File: src/rtl/cplx_pkg.sv
package cplx_pkg;

    localparam int unsigned DW = 20;

    typedef enum logic [1:0] {
        OP_ADD  = 2'b00,
        OP_SUB  = 2'b01,
        OP_ADDJ = 2'b10,
        OP_SUBJ = 2'b11
    } cop_e;

    // Per-lane selection of the second operand's addend
    typedef struct packed {
        logic use_im;   // take imaginary part of operand 2
        logic neg;      // negate it before the sum
    } lane_ctl_t;

    // Real lane: +re, -re, -im, +im
    function automatic lane_ctl_t re_lane_ctl(input cop_e op);
        lane_ctl_t c;
        case (op)
            OP_ADD:  c = '{use_im: 1'b0, neg: 1'b0};
            OP_SUB:  c = '{use_im: 1'b0, neg: 1'b1};
            OP_ADDJ: c = '{use_im: 1'b1, neg: 1'b1};
            default: c = '{use_im: 1'b1, neg: 1'b0};
        endcase
        return c;
    endfunction

    // Imaginary lane: +im, -im, +re, -re
    function automatic lane_ctl_t im_lane_ctl(input cop_e op);
        lane_ctl_t c;
        case (op)
            OP_ADD:  c = '{use_im: 1'b1, neg: 1'b0};
            OP_SUB:  c = '{use_im: 1'b1, neg: 1'b1};
            OP_ADDJ: c = '{use_im: 1'b0, neg: 1'b0};
            default: c = '{use_im: 1'b0, neg: 1'b1};
        endcase
        return c;
    endfunction

endpackage

File: src/rtl/operand_lane_sel.sv
module operand_lane_sel
    import cplx_pkg::*;
#(
    parameter int W = cplx_pkg::DW
) (
    input  logic signed [W-1:0] b_re,
    input  logic signed [W-1:0] b_im,
    input  lane_ctl_t           ctl,
    output logic signed [W:0]   term
);
    logic signed [W-1:0] src;
    logic signed [W:0]   ext;

    always_comb begin
        src  = ctl.use_im ? b_im : b_re;
        ext  = {src[W-1], src};
        // one extra bit keeps -(most negative) representable
        term = ctl.neg ? -ext : ext;
    end
endmodule

File: src/rtl/sat_add.sv
module sat_add #(
    parameter int W = cplx_pkg::DW
) (
    input  logic signed [W-1:0] a,
    input  logic signed [W:0]   t,
    output logic signed [W-1:0] y,
    output logic                sat
);
    localparam logic signed [W-1:0] MAXV = {1'b0, {(W-1){1'b1}}};
    localparam logic signed [W-1:0] MINV = {1'b1, {(W-1){1'b0}}};

    logic signed [W:0] sum;

    always_comb begin
        sum = {a[W-1], a} + t;
        sat = sum[W] ^ sum[W-1];
        if (!sat)
            y = sum[W-1:0];
        else if (sum[W])
            y = MINV;
        else
            y = MAXV;
    end
endmodule

File: src/rtl/cplx_addsub_rot.sv
module cplx_addsub_rot
    import cplx_pkg::*;
#(
    parameter int W       = cplx_pkg::DW,
    parameter bit REG_OUT = 1'b1
) (
    input  logic                clk,
    input  logic                rst,
    input  logic                in_valid,
    input  logic [1:0]          op,
    input  logic signed [W-1:0] real_1,
    input  logic signed [W-1:0] imag_1,
    input  logic signed [W-1:0] real_2,
    input  logic signed [W-1:0] imag_2,
    output logic signed [W-1:0] real_out,
    output logic signed [W-1:0] imag_out,
    output logic                overflow,
    output logic                out_valid
);
    localparam int NLANE = 2;
    localparam logic signed [W-1:0] MAXV = {1'b0, {(W-1){1'b1}}};
    localparam logic signed [W-1:0] MINV = {1'b1, {(W-1){1'b0}}};

    logic signed [W-1:0] a_lane   [NLANE];
    lane_ctl_t           ctl_lane [NLANE];
    logic signed [W:0]   term     [NLANE];
    logic signed [W-1:0] res      [NLANE];
    logic                sat      [NLANE];
    logic                ovf_c;

    assign a_lane[0]   = real_1;
    assign a_lane[1]   = imag_1;
    assign ctl_lane[0] = re_lane_ctl(cop_e'(op));
    assign ctl_lane[1] = im_lane_ctl(cop_e'(op));

    for (genvar g = 0; g < NLANE; g++) begin : g_lane
        operand_lane_sel #(.W(W)) u_sel (
            .b_re (real_2),
            .b_im (imag_2),
            .ctl  (ctl_lane[g]),
            .term (term[g])
        );
        sat_add #(.W(W)) u_add (
            .a   (a_lane[g]),
            .t   (term[g]),
            .y   (res[g]),
            .sat (sat[g])
        );
    end

    assign ovf_c = sat[0] | sat[1];

    if (REG_OUT) begin : g_reg
        always_ff @(posedge clk) begin
            if (rst) begin
                real_out  <= '0;
                imag_out  <= '0;
                overflow  <= 1'b0;
                out_valid <= 1'b0;
            end else begin
                real_out  <= res[0];
                imag_out  <= res[1];
                overflow  <= ovf_c;
                out_valid <= in_valid;
            end
        end


        valid_delay_chk: assert property (@(posedge clk) disable iff (rst)
            1'b1 |=> (out_valid == $past(in_valid)));


        reset_clear_chk: assert property (@(posedge clk)
            rst |=> (real_out == '0 && imag_out == '0 && !overflow && !out_valid));


        ovf_at_limit_chk: assert property (@(posedge clk) disable iff (rst)
            overflow |-> (real_out == MAXV || real_out == MINV ||
                          imag_out == MAXV || imag_out == MINV));


        add_real_chk: assert property (@(posedge clk) disable iff (rst)
            (op == 2'b00) |=> (overflow || real_out == $past(real_1) + $past(real_2)));


        addj_imag_chk: assert property (@(posedge clk) disable iff (rst)
            (op == 2'b10) |=> (overflow || imag_out == $past(imag_1) + $past(real_2)));
    end else begin : g_comb
        assign real_out  = res[0];
        assign imag_out  = res[1];
        assign overflow  = ovf_c;
        assign out_valid = in_valid;
    end
endmodule

File: config.mk
export PLATFORM = sky130hd
export DESIGN_NAME = cplx_addsub_rot
export DESIGN_NICKNAME = d
export VERILOG_FILES = /design/src/rtl/cplx_pkg.sv /design/src/rtl/operand_lane_sel.sv /design/src/rtl/sat_add.sv /design/src/rtl/cplx_addsub_rot.sv
export SDC_FILE = /design/constraint.sdc
export NUM_CORES = 1
export LEC_CHECK = 0
export BUFFER_PORTS_ARGS = -buffer_cell sky130_fd_sc_hd__clkbuf_2
export CAP_MARGIN = 20
export CORE_MARGIN = 8
export CORE_UTILIZATION = 45
export DETAILED_ROUTE_END_ITERATION = 8
export GPL_TIMING_DRIVEN = 0
export PLACE_DENSITY = 0.81
export SLEW_MARGIN = 20
export SYNTH_ARGS = -nofsm -noshare
export SYNTH_HDL_FRONTEND = slang
export SYNTH_SLANG_ARGS = --single-unit
File: constraint.sdc
create_clock -name clk -period 7.5 [get_ports clk]
set_input_delay 0.375 -clock clk [delete_from_list [all_inputs] [get_ports clk]]
set_output_delay 0.375 -clock clk [all_outputs]
set_load 0.01 [all_outputs]
* After elaboration in Yosys (flattened, before gate mapping) *
Index checks and enable logic that the tools add are counted.

word-level totals
  output and inout bits = 42
  word-level logic and storage cells = 24
  bits in registers = 42
  bits of input ports = 85

operators by class
  add/sub/neg operators = 4
  equality and inequality tests = 2
  bitwise logic cells = 3
  reduce and logical (&&, ||, !) cells = 1
  mux-type cells = 10

operator list
  cell                                           count
  two-way mux 20 bit                             6
  adder 21 bit                                   2
  two-way mux 21 bit                             2
  negator 20 -> 21 bit                           2
  case mux 2 bit (3 select lines)                2
  == test 2 x 1 -> 1 bit, second input constant  1
  == test 2 bit, second input constant           1
  logical NOT 2 bit                              1
  XOR 1 bit                                      2
  OR 1 bit                                       1

* Depth between registers and ports, before layout *
  word-level depth = 8
  mapped depth = 24
  mapped depth without buffers = 20

* Cells and area by module *
Synthesis repeated with hierarchy kept, for this count alone.

unflattened totals
  cells, all modules = 617
  area total of the unflattened synthesis = 5205.0 sq um

modules (own cells, without submodules)
  module                     cells each  area an instance (sq um)  times used  seq. area each (sq um)
  operand_lane_sel           102         760.7                     2           0.0
  sat_add (g_lane[0].u_add)  161         1252.5                    1           0.0
  sat_add (g_lane[1].u_add)  155         1217.4                    1           0.0
  cplx_addsub_rot            97          1213.7                    1           840.8

* Worst setup path before layout *
No wires, ideal clock.

  path type = in2reg
  start = input port op[0]
  end = register imag_out[2]
  buffers on the path = 4
  data required time = 7442 ps
  setup slack = 1458 ps
  stages = 24
  library setup time = 58 ps
  data arrival time = 5984 ps
  path through = inv_1 > ha_1 > clkbuf_1 > nor2_1 > clkbuf_1 > clkbuf_1 > mux2i_1 > ha_1 > nor3b_1 > a22o_1 > nor4b_1 > and2_1 > a31oi_1 > xnor2_1 > ha_1 > nand3_1 > or3_1 > or3_1 > a21oi_1 > o21a_1 > o22ai_1 > a21oi_2 > buf_2 > o21a_1

on the way
  longest elaborated chain between the ends = 8
  elaborated cells on any way between the ends = 11
  those cells by class = 2 x add/sub; 2 x eq/ne; 5 x mux; 1 x bitwise; 1 x reduce/logical

ends and longest elaborated chain
  what                                                    line                          source
  start, declared                                         cplx_addsub_rot.sv:10         input logic [1:0] op,
  == test 2 bit, or another cell as far along             cplx_pkg.sv:33                case (op)
  case mux 2 bit (3 select lines) (*)                     cplx_pkg.sv:33
  two-way mux 20 bit                                      operand_lane_sel.sv:15        src = ctl.use_im ? b_im : b_re;
  negator 20 -> 21 bit                                    operand_lane_sel.sv:18        term = ctl.neg ? -ext : ext;
  two-way mux 21 bit (*)                                  operand_lane_sel.sv:18
  adder 21 bit (*)                                        sat_add.sv:15                 sum = {a[W-1], a} + t;
  two-way mux 20 bit / XOR 1 bit (equally long branches)  sat_add.sv:19, sat_add.sv:16
  two-way mux 20 bit (*)                                  sat_add.sv:17                 if (!sat)
  end signal, assigned                                    cplx_addsub_rot.sv:62         imag_out <= res[1];
  end, declared                                           cplx_addsub_rot.sv:16         output logic signed [W-1:0] imag_out,

Every way passes the cells marked *; elsewhere a longest branch is shown, timed or not.
A chain may end at the register's enable or synchronous reset.

* Worst setup path in the final report *
  start = input port op[0]
  end = register imag_out[16]

Same word-level chain as after synthesis.

==> results.toml <==
[clock_tree]
clk_root_buffer_cell = "clkbuf_8"
cts_buffers = 5
clkTransAtPathRegs_ns = 0.08
cts_tree = "done"
cts.htree.levels = 2
cts.sinks = 42
hold_buffers = 0
cts_max_path_buffers = 2

[sta]
period_share_pct = 91.2
fmax_mhz = 146
fin_tns_setup_ns = 0
finalHoldViolations = 0
final-setup-viol-count = 0
max_slew.worst_pin.slew_ns = 0.706
rsz0062_at_grt = "no"
drv_slew = 0
fin_crit_ns = 6.84
slew_headroom_pct = 53.0

[run_status]
outcome = "finished, final reports clean"

[yosys]
synth_edf_count = 0
ys_seq_elements = 42
yosysUniqueCellTypes = 70
synthFlopType = "dfxtp_1"
postSynth.asyncResetShare_pct = 0
seq_area_frac_synth_pct = 16.8
synth_area_leader_cell = "dfxtp_1"
synthTopCellsByArea = "dfxtp_1 17%, ha_1 14%, mux2i_1 8.4%, a21o_1 7.0%, xnor2_1 6.8%"
syn_avg_cell_area_um2 = 8.26
synth_top_area_share_pct = 16.8
synth_warnings = 0
synth.net_count = 747
netlist_instances = 606
synth_area_um2 = 5000

[grt]
grt_pass1_vias = 4840
grt_antenna_before_repair = 0
grt_pass1_wl_um = 22700
grt_overflow = 0
grt.total_usage_pct = 18.7
grt_max_degree = 13

[placed_design]
place_area_um2 = 5810
gp_routability_congestion = 0.921
dp_hpwl_um = 11700
portBuffers = 125

[cells_and_area]
drive_above_1_share_pct = 21.4
area_growth_pct = 18.0
final_area_um2 = 5900
multiInputGateArea_um2 = 4030
final_common_cell = "clkbuf_2"
layout_common_cells = "126 x clkbuf_2, 54 x ha_1, 53 x a21oi_1, 47 x a21o_1"
fillers = 1049
fin_nets = 879
antenna_cells = 0
seq_area_um2 = 841

[power]
pwr-share-seq_pct = 25.3
p_comb_share_pct = 62.8
p_sw_mw = 0.574
p_per_area_nw_per_um2 = 229
irDropWorstVdd_uv = 110
intPower_mw = 0.778
leakage_nw = 3.01
p_clk_share_pct = 11.9
swShare_pct = 42.5

[route]
postRouteWirelength_um = 14000
post-route-drc-count = 0
wire_per_inst_um = 16.0
dr.first_iter.drc_count = 379
ant_nets = 0
vias = 4985
drtPass1Iterations = 5
via_per_inst = 5.67

[setup_path]
cp_data_arrival_time_ns = 7.11
end_kind = "flop"
cp.required_ns = 7.76
criticalPathCategory = "input pin to flop"
startpoint_type = "input pin"
cp-endpoint = "imag_out[16]$_SDFF_PP0_"
critPathMaxFanout = 10
setup.worst_path.start = "op[0]"

[floorplan]
die_area_um2 = 14800
die_x_um = 121
start_util_pct = 46.2
core_area_um2 = 10800
die_h_um = 121
io_pins = 127
rows = 38

[hold_path]
min_path_type = "input pin to flop"

[flow_run]
max-cap-violations = 0
-- flip-flops by register name, indices dropped and copies added, names as in the netlist --
register,count
imag_out,20
out_valid,1
overflow,1
real_out,20
-- cells by family (layout without fill, tap and decap cells) --
| kind of cell | Yosys count | count (layout) | synth area share [%] |
|---|---|---|---|
| adders and majority gates | 56 | 56 | 14.3 |
| AOI/OAI and AO/OA | 191 | 191 | 26.3 |
| xor gates and xnor gates | 70 | 70 | 13.0 |
| DFF | 42 | 42 | 16.8 |
| and+or+nand+nor | 174 | 174 | 18.3 |
| muxes | 42 | 42 | 8.40 |
| buffers and inverters | 31 | 164 | 2.90 |
-- how the worst min path moves through the flow --
stage	startpoint	to	slack [ns]	cells past startpoint
4_1_cts	in_valid	out_valid$_SDFF_PP0_	0.25	2
3_5_place_dp	in_valid	out_valid$_SDFF_PP0_	0.60	2
5_1_grt	in_valid	out_valid$_SDFF_PP0_	0.26	2
2_1_floorplan	in_valid	out_valid$_SDFF_PP0_	0.50	1
6_report	in_valid	out_valid$_SDFF_PP0_	0.27	2
3_3_place_gp	in_valid	out_valid$_SDFF_PP0_	0.58	2
-- what timing repair did --
item,4_1_cts,5_1_grt
resized for setup,0,3
endpoints found under the setup margin,0,19
setup buffers,0,0
-- metal layers --
| metal | GRT usage (%) | vias to the layer above | share of wire [%] |
|---|---|---|---|
| met5 | 0 | - | 0 |
| met4 | 5.09 | 0 | 1.3 |
| met3 | 5.40 | 13 | 9.1 |
| met2 | 30.4 | 170 | 46 |
| met1 | 23.6 | 2298 | 44 |
| li1 | - | 2504 | - |
-- cell type report --
type                            count  share of cell area, %
Clock inverter                      1                 0.0848
Inverter                           13                  0.826
Timing Repair Buffer              125                   10.6
Multi-Input combinational cell    533                   68.2
Clock buffer                        7                   1.46
Tap cell                          140                   2.97
Buffer                             18                   1.65
Sequential cell                    42                   14.2
-- metrics by stage --
stage	worst slack [ns]	util [%]	power, mW	hold slack [ns]	std cells
after floorplan	1.46	-	0.959	0.503	606
after global placement	0.0642	53.6	1.19	0.583	871
after detailed placement	-0.0633	53.6	1.20	0.595	871
after CTS	0.250	54.4	1.37	0.254	879
after global routing	0.176	54.5	1.46	0.257	879
final	0.658	54.5	1.35	0.266	879
-- critical path: stages --
cell and delay, ns:
clkbuf_2 0.11, inv_1 0.06, ha_1 0.21, clkbuf_1 0.24
nor2_1 0.52, clkbuf_1 0.55, clkbuf_2 0.44, mux2i_1 0.30
ha_1 0.24, nor3b_1 0.19, a22o_1 0.20, nor4b_2 0.45
and2_1 0.26, a31oi_1 0.11, xnor2_1 0.17, ha_1 0.39
nand3_1 0.10, or3_1 0.33, or3_1 0.35, a21oi_1 0.26
o21a_1 0.19, o22ai_1 0.14, nor3_2 0.48, buf_2 0.30
a21o_1 0.10
-- synth_stat cells (all sizes together) (9+ instances only) --
cell / count
xnor2: 40
nand2: 41
nor2: 39
dfxtp: 42
o21ai: 32
inv: 13
ha: 54
xor2: 30
a21o: 47
nor3: 20
buf: 9
a21oi: 55
nor4: 12
mux2i: 42
clkbuf: 9
-- power groups by stage --
stage,sequential [mW],clock (mW),combinational [mW]
finish,0.342,0.160,0.850
global route,0.352,0.175,0.936
CTS,0.344,0.167,0.855
detailed placement,0.349,0,0.848
global placement,0.346,0,0.841
floorplan,0.401,0,0.558
No activity file was read; power rests on OpenSTA's default activity.
